File: src/rtl/tagstore_pkg.sv
package tagstore_pkg;

    typedef struct packed {
        logic vld;
        logic dty;
        logic wt;
    } flag_t;

    localparam int FLAG_W = $bits(flag_t);

endpackage

File: src/rtl/tag_field_array.sv
module tag_field_array #(
    parameter int ADDR_W = 6,
    parameter int TAG_W  = 12
) (
    input  logic              clk,
    input  logic              clr_n,
    input  logic              we,
    input  logic [ADDR_W-1:0] addr,
    input  logic [TAG_W-1:0]  wdata,
    output logic [TAG_W-1:0]  rdata
);
    localparam int DEPTH = 1 << ADDR_W;

    typedef struct packed {
        logic [DEPTH-1:0][TAG_W-1:0] mem;
    } tag_state_t;

    tag_state_t st_d, st_q;

    always_comb begin
        st_d = st_q;
        if (we) begin
            st_d.mem[addr] = wdata;
        end
    end

    always_ff @(posedge clk) begin
        st_q <= st_d;
    end

    assign rdata = st_q.mem[addr];

    a_r1_tag_stored: assert property (@(posedge clk) disable iff (!clr_n)
        we |=> ($stable(addr) -> (rdata == $past(wdata))));

endmodule

File: src/rtl/flag_field_array.sv
module flag_field_array
    import tagstore_pkg::*;
#(
    parameter int ADDR_W = 6
) (
    input  logic              clk,
    input  logic              clr_n,
    input  logic              we,
    input  logic [ADDR_W-1:0] addr,
    input  flag_t             wdata,
    output flag_t             rdata
);
    localparam int DEPTH = 1 << ADDR_W;

    typedef struct packed {
        logic [DEPTH-1:0] vld;
        logic [DEPTH-1:0] dty;
        logic [DEPTH-1:0] wt;
    } flag_state_t;

    flag_state_t st_d, st_q;

    always_comb begin
        st_d = st_q;
        if (!clr_n) begin
            st_d = '0;
        end else if (we) begin
            st_d.vld[addr] = wdata.vld;
            st_d.dty[addr] = wdata.dty;
            st_d.wt[addr]  = wdata.wt;
        end
    end

    always_ff @(posedge clk) begin
        st_q <= st_d;
    end

    assign rdata.vld = st_q.vld[addr];
    assign rdata.dty = st_q.dty[addr];
    assign rdata.wt  = st_q.wt[addr];

    a_r9_flash_clear: assert property (@(posedge clk)
        !clr_n |=> (rdata == '0));

    a_r2_flag_stored: assert property (@(posedge clk) disable iff (!clr_n)
        we |=> ($stable(addr) && clr_n -> (rdata == $past(wdata))));

endmodule

File: src/rtl/tag_compare.sv
module tag_compare #(
    parameter int TAG_W = 12
) (
    input  logic             clk,
    input  logic             clr_n,
    input  logic             active,
    input  logic             user_mode,
    input  logic [TAG_W-1:0] stored_tag,
    input  logic [TAG_W-1:0] probe_tag,
    input  logic             stored_vld,
    output logic             hit
);
    logic tags_equal;
    logic qualifier;

    always_comb begin
        tags_equal = (stored_tag == probe_tag);
        qualifier  = user_mode | stored_vld;
        hit        = active & tags_equal & qualifier;
    end

    a_r4_valid_gates_hit: assert property (@(posedge clk) disable iff (!clr_n)
        (hit && !user_mode) |-> stored_vld);

    a_r6_idle_no_hit: assert property (@(posedge clk) disable iff (!clr_n)
        !active |-> !hit);

endmodule

File: src/rtl/tag_lookup_store.sv
module tag_lookup_store
    import tagstore_pkg::*;
#(
    parameter int ADDR_W = 6,
    parameter int TAG_W  = 12
) (
    input  logic              clk,
    input  logic              clr_n,
    input  logic [ADDR_W-1:0] addr,
    input  logic              sel1_n,
    input  logic              sel2,
    input  logic              tag_wr_n,
    input  logic              flag_wr_n,
    input  logic              tag_rd_n,
    input  logic              flag_rd_n,
    input  logic              user_mode,
    input  logic              pwr_down,
    input  logic [TAG_W-1:0]  tag_in,
    input  logic              vld_in,
    input  logic              dty_in,
    input  logic              wt_in,
    output logic [TAG_W-1:0]  tag_out,
    output logic              vld_out,
    output logic              dty_out,
    output logic              wt_out,
    output logic              hit
);
    logic             active;
    logic             tag_we;
    logic             flag_we;
    logic [TAG_W-1:0] tag_rd;
    flag_t            flag_wd;
    flag_t            flag_rd;
    flag_t            flag_vis;

    always_comb begin
        active  = !sel1_n && sel2 && !pwr_down;
        tag_we  = active && !tag_wr_n;
        flag_we = active && !flag_wr_n;
        flag_wd = '{vld: vld_in, dty: dty_in, wt: wt_in};
    end

    tag_field_array #(.ADDR_W(ADDR_W), .TAG_W(TAG_W)) u_tags (
        .clk   (clk),
        .clr_n (clr_n),
        .we    (tag_we),
        .addr  (addr),
        .wdata (tag_in),
        .rdata (tag_rd)
    );

    flag_field_array #(.ADDR_W(ADDR_W)) u_flags (
        .clk   (clk),
        .clr_n (clr_n),
        .we    (flag_we),
        .addr  (addr),
        .wdata (flag_wd),
        .rdata (flag_rd)
    );

    tag_compare #(.TAG_W(TAG_W)) u_cmp (
        .clk        (clk),
        .clr_n      (clr_n),
        .active     (active),
        .user_mode  (user_mode),
        .stored_tag (tag_rd),
        .probe_tag  (tag_in),
        .stored_vld (flag_rd.vld),
        .hit        (hit)
    );

    always_comb begin
        tag_out  = (active && !tag_rd_n) ? tag_rd : '0;
        flag_vis = (active && !flag_rd_n) ? flag_rd : '0;
        vld_out  = flag_vis.vld;
        dty_out  = flag_vis.dty;
        wt_out   = flag_vis.wt;
    end

    a_r8_standby_holds: assert property (@(posedge clk) disable iff (!clr_n)
        pwr_down |=> ($stable(addr) -> ($stable(tag_rd) && $stable(flag_rd))));

    a_r7_deselect_holds: assert property (@(posedge clk) disable iff (!clr_n)
        (sel1_n || !sel2) |=> ($stable(addr) -> ($stable(tag_rd) && $stable(flag_rd))));

    a_r6_outputs_quiet: assert property (@(posedge clk) disable iff (!clr_n)
        pwr_down |-> (tag_out == '0 && !vld_out && !dty_out && !wt_out && !hit));

endmodule

File: config.mk
export PLATFORM = sky130hd
export DESIGN_NAME = tag_lookup_store
export DESIGN_NICKNAME = d
export VERILOG_FILES = /design/src/rtl/tagstore_pkg.sv /design/src/rtl/tag_field_array.sv /design/src/rtl/flag_field_array.sv /design/src/rtl/tag_compare.sv /design/src/rtl/tag_lookup_store.sv
export SDC_FILE = /design/constraint.sdc
export NUM_CORES = 1
export LEC_CHECK = 0
export BUFFER_PORTS_ARGS = -buffer_cell sky130_fd_sc_hd__buf_4
export CORE_ASPECT_RATIO = 2
export CORE_MARGIN = 3
export CORE_UTILIZATION = 55
export CTS_BUF_LIST = sky130_fd_sc_hd__clkbuf_4 sky130_fd_sc_hd__clkbuf_8
export CTS_CLUSTER_DIAMETER = 80
export DETAILED_ROUTE_END_ITERATION = 8
export HOLD_SLACK_MARGIN = 0.06
export MAX_ROUTING_LAYER = met4
export PLACE_DENSITY = 0.74
export SLEW_MARGIN = 20
export SYNTH_ARGS = -nofsm -noshare
export SYNTH_HDL_FRONTEND = slang
export SYNTH_SLANG_ARGS = --single-unit
File: constraint.sdc
create_clock -name clk -period 2.65 [get_ports clk]
set_input_delay 0.265 -clock clk [delete_from_list [all_inputs] [get_ports clk]]
set_output_delay 0.265 -clock clk [all_outputs]
set_load 0.1 [all_outputs]
After elaboration in Yosys (flattened, before gate mapping) --
Cells that the tools add are included.
Word-level totals: word-level logic and storage cells 104, bits of input ports 31, flip-flop bits (word level) 960, output and inout bits 16
Operators by class: magnitude comparators 2, eq/ne operators 1, bitwise operators 3, muxes and demuxes 18, reduce and logical (&&, ||, !) cells 13
Operators with widths (count):
- $bwmux W768 | 1
- $bwmux W64 | 3
- $bmux W12 S6 | 1
- $demux W12 S6 | 1
- $mux W12 | 3
- $bmux W1 S6 | 3
- $eq A12 B12 Y1 | 1
- $logic_and A1 B1 Y1 | 7
- $lt A6 B7 Y1 const B | 1
- $demux W1 S6 | 1
- $ge A6 B1 Y1 const B | 1
- $logic_not A1 Y1 | 6
- $mux W1 | 4
- $mux W3 | 1
- $and A1 B1 Y1 | 2
- $or A1 B1 Y1 | 1

Depth between registers and ports, before layout --
word-level depth 5, gate-level depth with buffers 14, mapped depth without buffers 8

Modules after synthesis --
Synthesis repeated with hierarchy kept, for this count alone.
Second synthesis, totals: cell total of the unflattened synthesis 2467, area total of the unflattened synthesis 38927.3 um^2
By module, submodules not included:
- tag_field_array | seq. area each 23062.1 um^2, area an instance 29309.4 um^2, times used 1, cells each 1278
- flag_field_array | seq. area each 3843.7 um^2, area an instance 9317.7 um^2, times used 1, cells each 1150
- tag_lookup_store | seq. area each 0.0 um^2, area an instance 157.7 um^2, times used 1, cells each 22
- tag_compare | seq. area each 0.0 um^2, area an instance 142.6 um^2, times used 1, cells each 17

Least setup slack after synthesis --
OpenSTA, ideal clock, no wires.
path kind input -> output, from in addr[0], to out wt_out, buffers on the path 5, required time 2385 ps, path slack -1940 ps, arrival time 4325 ps, stages 12, path through buf_6 -> buf_6 -> nor3_1 -> clkbuf_1 -> buf_1 -> clkbuf_1 -> a221oi_1 -> nand4_1 -> nand2_1 -> a21oi_1 -> o21ai_0 -> a211oi_1
On the way: longest elaborated chain between the ends 3
RTL lines:
- from (decl) | line tag_lookup_store.sv:9 | input logic [ADDR_W-1:0] addr,
- $bmux W1 S6 | line flag_field_array.sv:40 | assign rdata.wt = st_q.wt[addr];
- $mux W1 (not written as such) | line flag_field_array.sv:40
- $mux W3 | line tag_lookup_store.sv:74 | flag_vis = (active && !flag_rd_n) ? flag_rd : '0;
- to (decl) | line tag_lookup_store.sv:25 | output logic wt_out,
No other way between the ends. The select of a mux whose other input is x is not followed.

Worst setup path after layout --
from reg u_tags.st_q[227] (netlist bit), to out hit
On the way: longest elaborated chain between the ends 5
RTL lines:
- from (decl) | line tag_field_array.sv:18 | tag_state_t st_d, st_q;
- from (signal assigned) | line tag_field_array.sv:28 | st_q <= st_d;
- $bmux W12 S6 | line tag_field_array.sv:31 | assign rdata = st_q.mem[addr];
- $mux W12 (not written as such) | line tag_field_array.sv:31
- $eq A12 B12 Y1 | line tag_compare.sv:17 | tags_equal = (stored_tag == probe_tag);
- $and A1 B1 Y1 (2 in a row) | line tag_compare.sv:19 | hit = active & tags_equal & qualifier;
- to (decl) | line tag_lookup_store.sv:26 | output logic hit
No other way between the ends. The select of a mux whose other input is x is not followed.

==> flow_results.org <==
** Drt
- Starting DRC count in detailed routing :: approximately 3200
- Dividing the detail-routed wire length by the instance count gives 31.7 um.
- Remaining routing DRC violations :: 0
- The routed layout has 28000 vias.
- Vias/cell :: 6.57
- Pre-antenna DRT Iters :: 8
- Summed over all layers, the routed wires come to 135000 um.
- Routed Antenna Nets :: 0

** Die
- The floorplan step set the die height to about 380 um.
- The floorplan step defined a die boundary enclosing 74800 um2.
- The die is around 200 um wide.
- The core region is ~70000 um2.
- In this run the core area contains 137 standard-cell rows.
- Starting utilization of the core area :: 0.558
- For this design the top-level I/O count stands at 47.

** Yosys
- After synthesis, the share of flip-flops with an asynchronous set or reset is 0.
- The Yosys step of the flow raised 0 warnings.
- Leading cell types by total area after synthesis :: sky130_fd_sc_hd__edfxtp_1, sky130_fd_sc_hd__dfxtp_1, sky130_fd_sc_hd__a21boi_0, sky130_fd_sc_hd__mux4_2, sky130_fd_sc_hd__nand2_1
- Fraction of the mapped netlist area in compound gates :: 0.121
- Simple-gate area share of the yosys netlist :: 0.0904
- The cell count after synthesis came out at about 2800.
- Total of flip-flops plus latches after synthesis :: 960
- Proportion of synthesized area in mux cells :: 0.0739
- Of the total synthesized cell area, the portion taken by XOR and XNOR cells is 0.00223.
- Of the synthesized area, sequential elements account for 0.686.
- After synthesis, the largest family of logic cells by area is compound AO/OA/AOI/OAI gates.
- Average instance area after synthesis :: 14.0 um2
- EDFF count, synth :: approximately 770
- The most used flip-flop cell after synthesis is sky130_fd_sc_hd__edfxtp_1.
- After synthesis, the netlist uses 76 different library cells.
- Post-Synth Adder-Cell Area :: 0
- Synthesis produced a netlist with a net count of between 2000 and 3000.
- Cell area after synthesis :: 39200 um2
- Area leader, netlist :: sky130_fd_sc_hd__edfxtp_1
- Fraction of synthesized cell area taken by the top area cell type :: 0.588

** Timing
- Once routing completed, OpenROAD measured the worst setup slack at -1650 ps.
- Worst max-slew margin expressed relative to the limit :: 0.397
- Endpoints failing hold :: 0
- In the finished design, the share of the clock period the worst path needs comes to 1.62.
- Setup repair after global routing could not meet its margin everywhere.
- Subtracting the final worst setup slack from the clock period gives 4300 ps.
- Setup violations remaining at the end of the flow were counted as 16.
- Across the routed clock network, the largest skew measured is 0 ps.
- Max Fclk :: 232 MHz
- The tightest hold path in the finished design has a slack of 216 ps.
- Max-slew violation total from the final report :: 0
- Adding up every negative setup slack in the final design gives -10490 ps.
- At the pin with the least slew margin, the transition time is between 900 and 1000 ps.

** Power and ir drop
- Peak supply drop :: 0.580 mV
- Power per cell area :: 630 nW/um2
- The analysis attributes to cell leakage a power of 16.2 nW.
- The design draws 30.5 mW.

** Final layout
- After the flow finishes, the layout carries non-filler instances totaling 4262.
- The finished cells cover 48400 um2.
- Leaving out fill and tap cells, the most frequent cell in the layout is sky130_fd_sc_hd__edfxtp_1.
- Commonest cells after routing, fill and taps aside :: sky130_fd_sc_hd__edfxtp_1, sky130_fd_sc_hd__buf_4, sky130_fd_sc_hd__nand2_1, sky130_fd_sc_hd__nand3_1, sky130_fd_sc_hd__a21boi_0
- Share of cells above drive strength 1 :: 0.302
- Multi-input gate area :: roughly 12000 um2
- Filler Cell Count :: 4765
- Registers take around 27000 um2.
- Area added between synthesis and finish :: 23.5%
- Net count reported at finish :: between 3000 and 4000
- For this run, the share of the core covered by cells in the final layout is 0.689.

** Setup path
- Library cell contributing the largest single delay on the critical path :: sky130_fd_sc_hd__a222oi_1
- STA puts the critical path data required time at 2380 ps.
- The cell that appears most often on the critical path is sky130_fd_sc_hd__buf_6.
- In this run the worst path has a maximum fanout of 2.
- Maximum single-stage delay on the critical path :: 700 ps
- Cell family contributing the most delay on the critical path :: compound AO/OA/AOI/OAI gates
- Traced cell by cell, the critical path runs through mux2_4, a221o_1, a222oi_1, o2111a_1, nand4_1, buf_6, xnor2_4, o2111ai_4, nor4_4, buf_6.
- STA classifies the critical path endpoint as an output pin.
- STA classifies the critical path startpoint as a flop.
- The critical path contains buffers and inverters numbering 2 combined.
- Crit path arrival time :: ~4000 ps
- By startpoint and endpoint, the worst setup path is classified as reg2out.

** Clocking
- Clock buffers created by TritonCTS :: 132
- TritonCTS built the clock tree.
- Max clock buf depth :: 3
- Clock latency on the worst-skew pair :: about 790 ps
- CTS sink count :: 960
- Clock-pin slew was measured on the worst setup and hold paths at 70 ps.
- CTS HTree Levels :: 4
- Library cell used as clock root buffer :: sky130_fd_sc_hd__clkbuf_8

** GRT
- Maximum number of pins on one net before global-route repair :: 121
- Number of global-route vias before repair :: 27900
- The number of antenna violations at the first check in global routing was 5.
- The first global-routing pass estimated 192000 um of wire.
- GR Util All Layers :: 0.369
- Overflow after GRT :: 0

** Placement
- Placed cell area :: 44300 um2
- In this run, placement finished with an instance count of between 4000 and 5000.
- PortBufs :: 46
- Timing analysis after detailed placement gives a worst setup slack of -1720 ps.
- Detailed placement ended at an HPWL of 93700 um.
- Weighted congestion reported at the end of routability-driven placement :: approximately 1.0

** Run status
- Violations in the final reports :: negative setup slack
- Status :: finished, violations left

** Worst hold path
- Path class of the lowest-slack min-delay path :: in2reg

** Run
- The tool flagged a number of max-cap violations equal to 0.
[kinds of logic after synthesis]
kind of cell    count (synthesis)
compound gates                626
xor+xnor                       10
buf+inv                       235
flops                         960
mux                           210
simple gates                  770
[cell usage after synthesis, types with 8 or more instances]
library cell and number:
sky130_fd_sc_hd__nor2b_1 10, sky130_fd_sc_hd__xor2_1 8, sky130_fd_sc_hd__a211oi_1 10, sky130_fd_sc_hd__dfxtp_1 192
sky130_fd_sc_hd__a221o_1 16, sky130_fd_sc_hd__buf_1 41, sky130_fd_sc_hd__nand2b_1 10, sky130_fd_sc_hd__o22ai_1 19
sky130_fd_sc_hd__mux2i_1 108, sky130_fd_sc_hd__mux4_2 58, sky130_fd_sc_hd__mux2_2 42, sky130_fd_sc_hd__nand2_1 323
sky130_fd_sc_hd__nor3b_1 8, sky130_fd_sc_hd__a31oi_1 15, sky130_fd_sc_hd__buf_4 16, sky130_fd_sc_hd__a21oi_1 43
sky130_fd_sc_hd__nor2_1 117, sky130_fd_sc_hd__buf_2 47, sky130_fd_sc_hd__a221oi_1 90, sky130_fd_sc_hd__nand3_1 212
sky130_fd_sc_hd__nor4_1 11, sky130_fd_sc_hd__a22oi_1 103, sky130_fd_sc_hd__nand3b_1 19, sky130_fd_sc_hd__a22o_1 27
sky130_fd_sc_hd__buf_6 8, sky130_fd_sc_hd__o21ai_0 35, sky130_fd_sc_hd__o2bb2ai_1 18, sky130_fd_sc_hd__clkbuf_1 116
sky130_fd_sc_hd__nor3_1 16, sky130_fd_sc_hd__a21boi_0 197, sky130_fd_sc_hd__edfxtp_1 768
[where the power goes]
part	switching, mW	total [mW]	internal (mW)
logic	1.62	2.65	1.02
registers	0.00550	16.3	16.3
clock network	5.59	11.6	5.99
total	7.22	30.5	23.3
[registers in the layout, summed over array words and instances, names as in the netlist]
register	cells
u_flags.st_q	192
u_tags.st_q	768
[area by class of cell]
type / count / share of cell area
Antenna cell: 4 / 0.000207
Clock buffer: 171 / 0.0443
Clock inverter: 62 / 0.0101
Inverter: 7 / 0.000542
Multi-Input combinational cell: 1617 / 0.257
Sequential cell: 960 / 0.556
Tap cell: 903 / 0.0233
Timing Repair Buffer: 538 / 0.109
[per-layer routing]
layer  vias to the layer above  wire length, um  global-route usage
met4                         0            13500               0.286
met2                      1752            67500               0.607
li1                      11800                -                   -
met3                       492            10800              0.0577
met1                     13900            43300               0.400
met5                         -                0                   -
[path summary, 6_finish.rpt]
check / startpoint / cells after the start / to / slack (ps)
hold reg to reg: u_flags.st_q[71] / 2 / u_flags.st_q[71] / 470
setup / recovery: u_tags.st_q[227] / 10 / hit / -1650
setup reg to reg: u_flags.st_q[154] / 3 / u_flags.st_q[154] / 1420
hold / removal: tag_in[0] / 2 / u_tags.st_q[264] / 220
[what timing repair did]
action	CTS	global route
hold buffers	7	0
hold endpoints to repair	124	0
gates resized for setup	214	43
pin swaps	68	33
cloned	3	0
buffers inserted	23	3
endpoints found under the setup margin	16	16
Note: power is estimated with default switching activity, not from simulation.
